File: src/rtl/sio_pkg.sv
package sio_pkg;
  localparam int DIV_W = 16;

  // word slot = byte address / 4
  localparam logic [2:0] SLOT_ID0   = 3'd0;
  localparam logic [2:0] SLOT_ID1   = 3'd1;
  localparam logic [2:0] SLOT_ID2   = 3'd2;
  localparam logic [2:0] SLOT_ID3   = 3'd3;
  localparam logic [2:0] SLOT_DATA  = 3'd4;
  localparam logic [2:0] SLOT_STAT  = 3'd5;
  localparam logic [2:0] SLOT_BAUDL = 3'd6;
  localparam logic [2:0] SLOT_BAUDH = 3'd7;

  // status bit positions
  localparam int ST_FERR  = 0;
  localparam int ST_OVR   = 1;
  localparam int ST_RXIE  = 2;
  localparam int ST_FULL  = 3;
  localparam int ST_ROOM1 = 4;
  localparam int ST_RXEMP = 5;
  localparam int ST_TXIE  = 6;
  localparam int ST_TXEMP = 7;

  localparam int BITS_PER_FRAME = 10;
  localparam int TICKS_PER_BIT  = 4;
endpackage

File: src/rtl/sio_tick_gen.sv
module sio_tick_gen #(
  parameter int W = 16
) (
  input  logic         clk_i,
  input  logic         rst_ni,
  input  logic         en_i,
  input  logic [W-1:0] div_i,
  output logic         tick_o
);
  logic [W-1:0] cnt_q;

  assign tick_o = en_i && (cnt_q == div_i);

  // counter restarts whenever idle so every frame starts phase-aligned
  always_ff @(posedge clk_i or negedge rst_ni) begin
    if (!rst_ni)      cnt_q <= '0;
    else if (!en_i)   cnt_q <= '0;
    else if (tick_o)  cnt_q <= '0;
    else              cnt_q <= cnt_q + 1'b1;
  end
endmodule

File: src/rtl/sio_tx_shift.sv
module sio_tx_shift
  import sio_pkg::*;
(
  input  logic       clk_i,
  input  logic       rst_ni,
  input  logic       load_i,
  input  logic [7:0] data_i,
  input  logic       tick_i,
  output logic       busy_o,
  output logic       txd_o
);
  localparam int SUB_W = $clog2(TICKS_PER_BIT);
  localparam int BIT_W = $clog2(BITS_PER_FRAME);

  logic                      busy_q;
  logic [BITS_PER_FRAME-1:0] sh_q;
  logic [SUB_W-1:0]          sub_q;
  logic [BIT_W-1:0]          bit_q;
  logic                      bit_end;

  assign bit_end = tick_i && (sub_q == SUB_W'(TICKS_PER_BIT - 1));
  assign busy_o  = busy_q;
  assign txd_o   = busy_q ? sh_q[0] : 1'b1;

  always_ff @(posedge clk_i or negedge rst_ni) begin
    if (!rst_ni) begin
      busy_q <= 1'b0;
      sh_q   <= '1;
      sub_q  <= '0;
      bit_q  <= '0;
    end else if (!busy_q) begin
      if (load_i) begin
        busy_q <= 1'b1;
        sh_q   <= {1'b1, data_i, 1'b0};
        sub_q  <= '0;
        bit_q  <= '0;
      end
    end else if (tick_i) begin
      sub_q <= sub_q + 1'b1;
      if (bit_end) begin
        sh_q  <= {1'b1, sh_q[BITS_PER_FRAME-1:1]};
        bit_q <= bit_q + 1'b1;
        if (bit_q == BIT_W'(BITS_PER_FRAME - 1)) busy_q <= 1'b0;
      end
    end
  end
endmodule

File: src/rtl/sio_rx_fifo.sv
module sio_rx_fifo #(
  parameter int DEPTH = 4,
  localparam int PTR_W = (DEPTH > 1) ? $clog2(DEPTH) : 1,
  localparam int CNT_W = $clog2(DEPTH + 1)
) (
  input  logic             clk_i,
  input  logic             rst_ni,
  input  logic             push_i,
  input  logic [7:0]       data_i,
  input  logic             pop_i,
  output logic [7:0]       head_o,
  output logic [CNT_W-1:0] count_o,
  output logic             empty_o,
  output logic             full_o,
  output logic             room1_o
);
  logic [7:0]       mem_q [DEPTH];
  logic [PTR_W-1:0] wp_q, rp_q;
  logic [CNT_W-1:0] cnt_q;
  logic             do_push, do_pop;

  assign empty_o = (cnt_q == '0);
  assign full_o  = (cnt_q == CNT_W'(DEPTH));
  assign room1_o = (cnt_q == CNT_W'(DEPTH - 1));
  assign count_o = cnt_q;
  assign head_o  = mem_q[rp_q];
  assign do_push = push_i && !full_o;
  assign do_pop  = pop_i && !empty_o;

  function automatic logic [PTR_W-1:0] nxt(input logic [PTR_W-1:0] p);
    return (p == PTR_W'(DEPTH - 1)) ? '0 : p + 1'b1;
  endfunction

  always_ff @(posedge clk_i or negedge rst_ni) begin
    if (!rst_ni) begin
      wp_q  <= '0;
      rp_q  <= '0;
      cnt_q <= '0;
    end else begin
      if (do_push) wp_q <= nxt(wp_q);
      if (do_pop)  rp_q <= nxt(rp_q);
      cnt_q <= cnt_q + CNT_W'(do_push) - CNT_W'(do_pop);
    end
  end

  for (genvar i = 0; i < DEPTH; i++) begin : g_mem
    always_ff @(posedge clk_i or negedge rst_ni) begin
      if (!rst_ni)                          mem_q[i] <= '0;
      else if (do_push && wp_q == PTR_W'(i)) mem_q[i] <= data_i;
    end
  end
endmodule

File: src/rtl/sio_regfile.sv
module sio_regfile
  import sio_pkg::*;
#(
  parameter int         ADDR_W     = 6,
  parameter int         FIFO_DEPTH = 4,
  parameter logic [7:0] ID0        = 8'h5A,
  parameter logic [7:0] ID1        = 8'h10,
  parameter logic [7:0] ID2        = 8'h02,
  parameter logic [7:0] ID3        = 8'hC3
) (
  input  logic              clk_i,
  input  logic              rst_ni,
  input  logic              sel_i,
  input  logic              we_i,
  input  logic [ADDR_W-1:0] addr_i,
  input  logic [7:0]        wdata_i,
  output logic [7:0]        rdata_o,
  input  logic              rx_valid_i,
  input  logic [7:0]        rx_data_i,
  input  logic              rx_ferr_i,
  output logic              txd_o,
  output logic              irq_o
);
  localparam int CNT_W = $clog2(FIFO_DEPTH + 1);

  logic [2:0]       slot;
  logic             in_map, rd_en, wr_en;
  logic             wr_data, wr_stat, wr_bl, wr_bh, rd_data;
  logic [DIV_W-1:0] baud_q;
  logic             rxie_q, txie_q, ferr_q, ovr_q;
  logic             hold_full_q;
  logic [7:0]       hold_q;
  logic             tx_busy, tx_load, tick;
  logic [7:0]       rx_head;
  logic [CNT_W-1:0] rx_count;
  logic             rx_empty, rx_full, rx_room1;
  logic [7:0]       status;
  logic             unused_lo;

  assign unused_lo = ^addr_i[1:0];
  assign slot      = addr_i[4:2];
  assign in_map    = (addr_i[ADDR_W-1:5] == '0);
  assign rd_en     = sel_i && !we_i && in_map;
  assign wr_en     = sel_i &&  we_i && in_map;
  assign wr_data   = wr_en && (slot == SLOT_DATA);
  assign wr_stat   = wr_en && (slot == SLOT_STAT);
  assign wr_bl     = wr_en && (slot == SLOT_BAUDL);
  assign wr_bh     = wr_en && (slot == SLOT_BAUDH);
  assign rd_data   = rd_en && (slot == SLOT_DATA);

  always_comb begin
    status            = '0;
    status[ST_FERR]   = ferr_q;
    status[ST_OVR]    = ovr_q;
    status[ST_RXIE]   = rxie_q;
    status[ST_FULL]   = rx_full;
    status[ST_ROOM1]  = rx_room1;
    status[ST_RXEMP]  = rx_empty;
    status[ST_TXIE]   = txie_q;
    status[ST_TXEMP]  = !hold_full_q;
  end

  always_comb begin
    rdata_o = '0;
    if (in_map) begin
      unique case (slot)
        SLOT_ID0:   rdata_o = ID0;
        SLOT_ID1:   rdata_o = ID1;
        SLOT_ID2:   rdata_o = ID2;
        SLOT_ID3:   rdata_o = ID3;
        SLOT_DATA:  rdata_o = rx_empty ? 8'h00 : rx_head;
        SLOT_STAT:  rdata_o = status;
        SLOT_BAUDL: rdata_o = baud_q[7:0];
        SLOT_BAUDH: rdata_o = baud_q[15:8];
        default:    rdata_o = '0;
      endcase
    end
  end

  // control and sticky error bits; a hardware set wins over a clearing write
  always_ff @(posedge clk_i or negedge rst_ni) begin
    if (!rst_ni) begin
      baud_q <= '0;
      rxie_q <= 1'b0;
      txie_q <= 1'b0;
      ferr_q <= 1'b0;
      ovr_q  <= 1'b0;
    end else begin
      if (wr_bl) baud_q[7:0]  <= wdata_i;
      if (wr_bh) baud_q[15:8] <= wdata_i;
      if (wr_stat) begin
        rxie_q <= wdata_i[ST_RXIE];
        txie_q <= wdata_i[ST_TXIE];
      end
      ferr_q <= (rx_valid_i && rx_ferr_i) ||
                (ferr_q && !(wr_stat && !wdata_i[ST_FERR]));
      ovr_q  <= (rx_valid_i && rx_full) ||
                (ovr_q && !(wr_stat && !wdata_i[ST_OVR]));
    end
  end

  assign tx_load = hold_full_q && !tx_busy;

  always_ff @(posedge clk_i or negedge rst_ni) begin
    if (!rst_ni) begin
      hold_full_q <= 1'b0;
      hold_q      <= '0;
    end else if (tx_load) begin
      hold_full_q <= 1'b0;
    end else if (wr_data && !hold_full_q) begin
      hold_full_q <= 1'b1;
      hold_q      <= wdata_i;
    end
  end

  sio_tick_gen #(.W(DIV_W)) u_tick (
    .clk_i  (clk_i),
    .rst_ni (rst_ni),
    .en_i   (tx_busy),
    .div_i  (baud_q),
    .tick_o (tick)
  );

  sio_tx_shift u_tx (
    .clk_i  (clk_i),
    .rst_ni (rst_ni),
    .load_i (tx_load),
    .data_i (hold_q),
    .tick_i (tick),
    .busy_o (tx_busy),
    .txd_o  (txd_o)
  );

  sio_rx_fifo #(.DEPTH(FIFO_DEPTH)) u_fifo (
    .clk_i   (clk_i),
    .rst_ni  (rst_ni),
    .push_i  (rx_valid_i),
    .data_i  (rx_data_i),
    .pop_i   (rd_data),
    .head_o  (rx_head),
    .count_o (rx_count),
    .empty_o (rx_empty),
    .full_o  (rx_full),
    .room1_o (rx_room1)
  );

  assign irq_o = (rxie_q && (!rx_empty || ferr_q || ovr_q)) ||
                 (txie_q && !hold_full_q);
endmodule

File: config.mk
export PLATFORM = sky130hd
export DESIGN_NAME = sio_regfile
export DESIGN_NICKNAME = d
export VERILOG_FILES = /design/src/rtl/sio_pkg.sv /design/src/rtl/sio_tick_gen.sv /design/src/rtl/sio_tx_shift.sv /design/src/rtl/sio_rx_fifo.sv /design/src/rtl/sio_regfile.sv
export SDC_FILE = /design/constraint.sdc
export NUM_CORES = 1
export LEC_CHECK = 0
export ABC_AREA = 0
export BUFFER_PORTS_ARGS = -buffer_cell sky130_fd_sc_hd__buf_4
export CAP_MARGIN = 20
export CORE_AREA = 5 5 111 113
export CTS_BUF_LIST = sky130_fd_sc_hd__clkbuf_8
export CTS_CLUSTER_SIZE = 28
export DETAILED_ROUTE_END_ITERATION = 7
export DIE_AREA = 0 0 116 118
export PLACE_DENSITY = 0.7
export REMOVE_ABC_BUFFERS = 1
export SYNTH_ARGS = -nofsm -noshare
export SYNTH_HDL_FRONTEND = slang
export SYNTH_HIERARCHICAL = 1
export SYNTH_SLANG_ARGS = --single-unit
File: constraint.sdc
create_clock -name clk_i -period 3.62 [get_ports clk_i]
set_clock_uncertainty 0.1 [all_clocks]
set_input_delay 0.362 -clock clk_i [delete_from_list [all_inputs] [get_ports clk_i]]
set_output_delay 0.362 -clock clk_i [all_outputs]
set_load 0.005 [all_outputs]
==> impl_metrics.toml <==
[cells_and_area]
post-route-util = 0.579
area_growth_from_synthesis_to_final_layout_pct = 7.29
final_cell_mix = "91 x sky130_fd_sc_hd__dfrtp_1, 45 x sky130_fd_sc_hd__buf_4, 42 x sky130_fd_sc_hd__nand3_1"
layout_commonest_cell = "sky130_fd_sc_hd__dfrtp_1"
final_layout_size_suffix_gt1_frac = 0.293
n_antenna_cell = 0
instances_no_fill = 700
num-nets-final = 593
fillers = 990
seqCellArea_sq_um = 2510
multi_input_logic_area_sq_um = 3250

[sta]
slew_headroom = 0.444
timing.final.hold_violations = 0
setup_violations = 0
finalWorstPathRequiredPeriod_ps = 2990
final_min_period_over_clock_period = 0.827
tns_ps = 0
max_freq_mhz = 334
tightest_slew_ps = 831
finalMaxSlewViolations = 0
setup_repair_after_global_routing_missed_its_margin = "false"

[logic_synthesis]
synth_largest_type_area_fraction = 0.376
yosys-top-cells-area = "sky130_fd_sc_hd__dfrtp_1 38%, sky130_fd_sc_hd__mux2_2 7.4%, sky130_fd_sc_hd__nand4bb_1 6.3%"
edff_count_synth = 0
syn_area_sq_um = 6060
synth.ff_latch_count = 100
yosysSeqAreaShare = 0.415
netlist.top_cell.by_area = "sky130_fd_sc_hd__dfrtp_1"
synth_area_per_cell_sq_um = 11.2
syn_inst = 541
post_synth_num_cell_types = 60
postSynth.topFlopCell = "sky130_fd_sc_hd__dfrtp_1"
synth.yosys.warnings = 6
postSynth.asyncResetShare = 1.00

[floorplanning]
core_area_sq_um = 11200
die_width_microns = 116
floorplan.initialDensity = 0.540
die_ar_sq_um = 13700
die_h_microns = 118
io_pins = 38
fp-row-count = 39

[power]
powerDensity_nw_per_um2 = 668
total_leakage_power_nw = 2.73
vdd_ir_drop_max_mv = 0.434

[critical_path]
ff_to_ff_path_depth = 8
timing.critical_path.fanout_max = 29
cp_data_arrival_time_ps = 2530
worst_setup_path_start_kind = "flip-flop"
setup.worst_path.end_class = "output pin"
worst_r2r_startpoint = "u_tick/cnt_q[11]"
data_required_critical_path_ps = 3160
timing.rr.end = "u_tx/sh_q[2]"
ff2ff_setup_slack_ps = 810
timing.critical_path.from = "u_fifo/count_o[1]"
crit_type = "flip-flop to output pin"

[clock_tree]
clkTransAtPathRegs_ps = 90
cts-buffers-inserted = 9
total_clock_sinks = 100
cts_htree_levels = 3
worst_skew_pair.late_latency_ps = 370
clk_root_buffer_cell = "sky130_fd_sc_hd__clkbuf_8"
clk_path_buf_depth = 2
cts_tree = "yes"

[worst_hold_path]
hp-class = "input pin to flip-flop"
min-delay-start = "rx_ferr_i"
holdPathStages = 3
whs_endpoint = "ferr_q"

[place]
buffer_ports.inserted = 35
place.gp.congestion = 0.808
placed_cells_incl_taps = 684
dpl.hpwl_microns = 9130

[route]
postRouteAntennaNets = 0
routed_wirelength_normalized_by_instance_count_microns = 19.2
detail_route.drc_violations = 0
detailroute.via_count = 4245
detailedRoute.firstPassIterationCount = 5
initialDrtViolationCount = 326
post_drt_via_cell_ratio = 6.06
wirelength_microns = 13400

[job]
timing.max_cap.violations = 0

[global_routing]
overflow = 0
grt_pass1_wl_microns = 22700
grt_usage = 0.207
maximum_number_of_pins_on_one_net_before_global_route_repair = 71
number_of_global_route_vias_before_repair = 4312
initial_antenna_violation_count = 0

[run_status]
status = "complete, no violations"
[worst max-delay path, stage by stage (launching register included)]
cell and delay [ps]:
sky130_fd_sc_hd__dfrtp_1 590, sky130_fd_sc_hd__buf_4 360, sky130_fd_sc_hd__nor3_1 150, sky130_fd_sc_hd__nor4b_2 310
sky130_fd_sc_hd__buf_4 200, sky130_fd_sc_hd__a22oi_1 80, sky130_fd_sc_hd__a31oi_1 290, sky130_fd_sc_hd__buf_4 170
[power breakdown]
part           leakage, nW  switching, mW  total (mW)  internal, mW
sequential            1.20          0.392        1.88          1.49
combinational         1.44          0.829        1.82         0.993
clock               0.0870          0.380       0.642         0.262
total                 2.73           1.60        4.35          2.74
[cell type report]
type                       instances  area share
clock buffer                      10      0.0212
clock inverter                     5     0.00481
inverter                          13     0.00750
multi-input combinational        383       0.499
sequential                       100       0.386
tap                              143      0.0275
timing repair buffer              46      0.0535
[through the flow]
step | hold WS [ps] | setup WS (ps) | instance area [sq um] | power (mW)
finish | 95.2 | 628 | 6500 | 4.35
global route | 76.5 | 361 | 6500 | 4.66
CTS | 77.8 | 654 | 6500 | 4.37
detailed placement | 327 | 831 | 6320 | 3.72
global placement | 314 | 828 | 6320 | 3.64
floorplan | -33.6 | 449 | 5810 | 3.16
[registers in the layout, indices dropped and copies added, names as in the netlist, 3 cells and up]
name,count
u_tx/sh_q,9
u_tx/bit_q,4
baud_q,16
u_tick/cnt_q,16
hold_q,8
u_fifo/mem_q,32
u_fifo/count_o,3
[worst max path at each step]
stage | to | slack (ps) | cells after the start
global route | rdata_o[6] | 360 | 7
CTS | rdata_o[6] | 650 | 7
finish | rdata_o[6] | 630 | 7
floorplan | u_fifo/count_o[2] | 450 | 8
detailed placement | u_tx/sh_q[2] | 830 | 8
global placement | u_tx/sh_q[2] | 830 | 8
[repair_timing]
action,4_1_cts,5_1_grt
gates resized for setup,0,0
setup buffers,0,0
endpoints found under the hold margin,41,0
hold buffers,1,0
[cell usage after synthesis, types with 2 or more instances]
cell	instances
sky130_fd_sc_hd__a22oi_1	2
sky130_fd_sc_hd__o22a_1	2
sky130_fd_sc_hd__mux2_2	40
sky130_fd_sc_hd__buf_6	7
sky130_fd_sc_hd__o211ai_1	36
sky130_fd_sc_hd__nand2_1	28
sky130_fd_sc_hd__and2_1	2
sky130_fd_sc_hd__mux2_4	8
sky130_fd_sc_hd__nor4_1	3
sky130_fd_sc_hd__a21oi_1	3
sky130_fd_sc_hd__buf_4	4
sky130_fd_sc_hd__o31ai_1	4
sky130_fd_sc_hd__o22ai_1	2
sky130_fd_sc_hd__nor2_1	26
sky130_fd_sc_hd__a21bo_2	32
sky130_fd_sc_hd__buf_2	14
sky130_fd_sc_hd__nor3_1	4
sky130_fd_sc_hd__nand4bb_1	34
sky130_fd_sc_hd__clkbuf_1	19
sky130_fd_sc_hd__and3b_1	3
sky130_fd_sc_hd__dfrtp_1	91
sky130_fd_sc_hd__and4_1	3
sky130_fd_sc_hd__xor2_1	16
sky130_fd_sc_hd__a22o_1	2
sky130_fd_sc_hd__o21ai_0	4
sky130_fd_sc_hd__ha_1	11
sky130_fd_sc_hd__nand2b_1	7
sky130_fd_sc_hd__inv_1	13
sky130_fd_sc_hd__nand3_1	42
sky130_fd_sc_hd__dfstp_2	9
sky130_fd_sc_hd__nand4_1	5
sky130_fd_sc_hd__a21o_1	3
sky130_fd_sc_hd__nor3b_1	3
sky130_fd_sc_hd__a31oi_1	4
sky130_fd_sc_hd__o32a_1	2
sky130_fd_sc_hd__mux4_2	8
sky130_fd_sc_hd__mux2i_1	2
sky130_fd_sc_hd__xnor2_1	20
sky130_fd_sc_hd__nor2b_1	2
[per-layer routing]
layer,GRT usage,vias up,part of all wire
met1,0.293,2131,0.46
met4,0.0479,0,0.015
met2,0.323,81,0.49
li1,-,2021,-
met5,0,-,0
met3,0.0478,12,0.037
[cell families after synthesis]
logic type	count (synthesis)	share of synthesized area
and+or+nand+nor	174	0.186
muxes	58	0.127
xor gates and xnor gates	36	0.0520
AOI/OAI and AO/OA	103	0.144
buffers and inverters	58	0.0499
DFF	100	0.415
adders and majority gates	12	0.0260
Power figures use the tool's default switching activity.
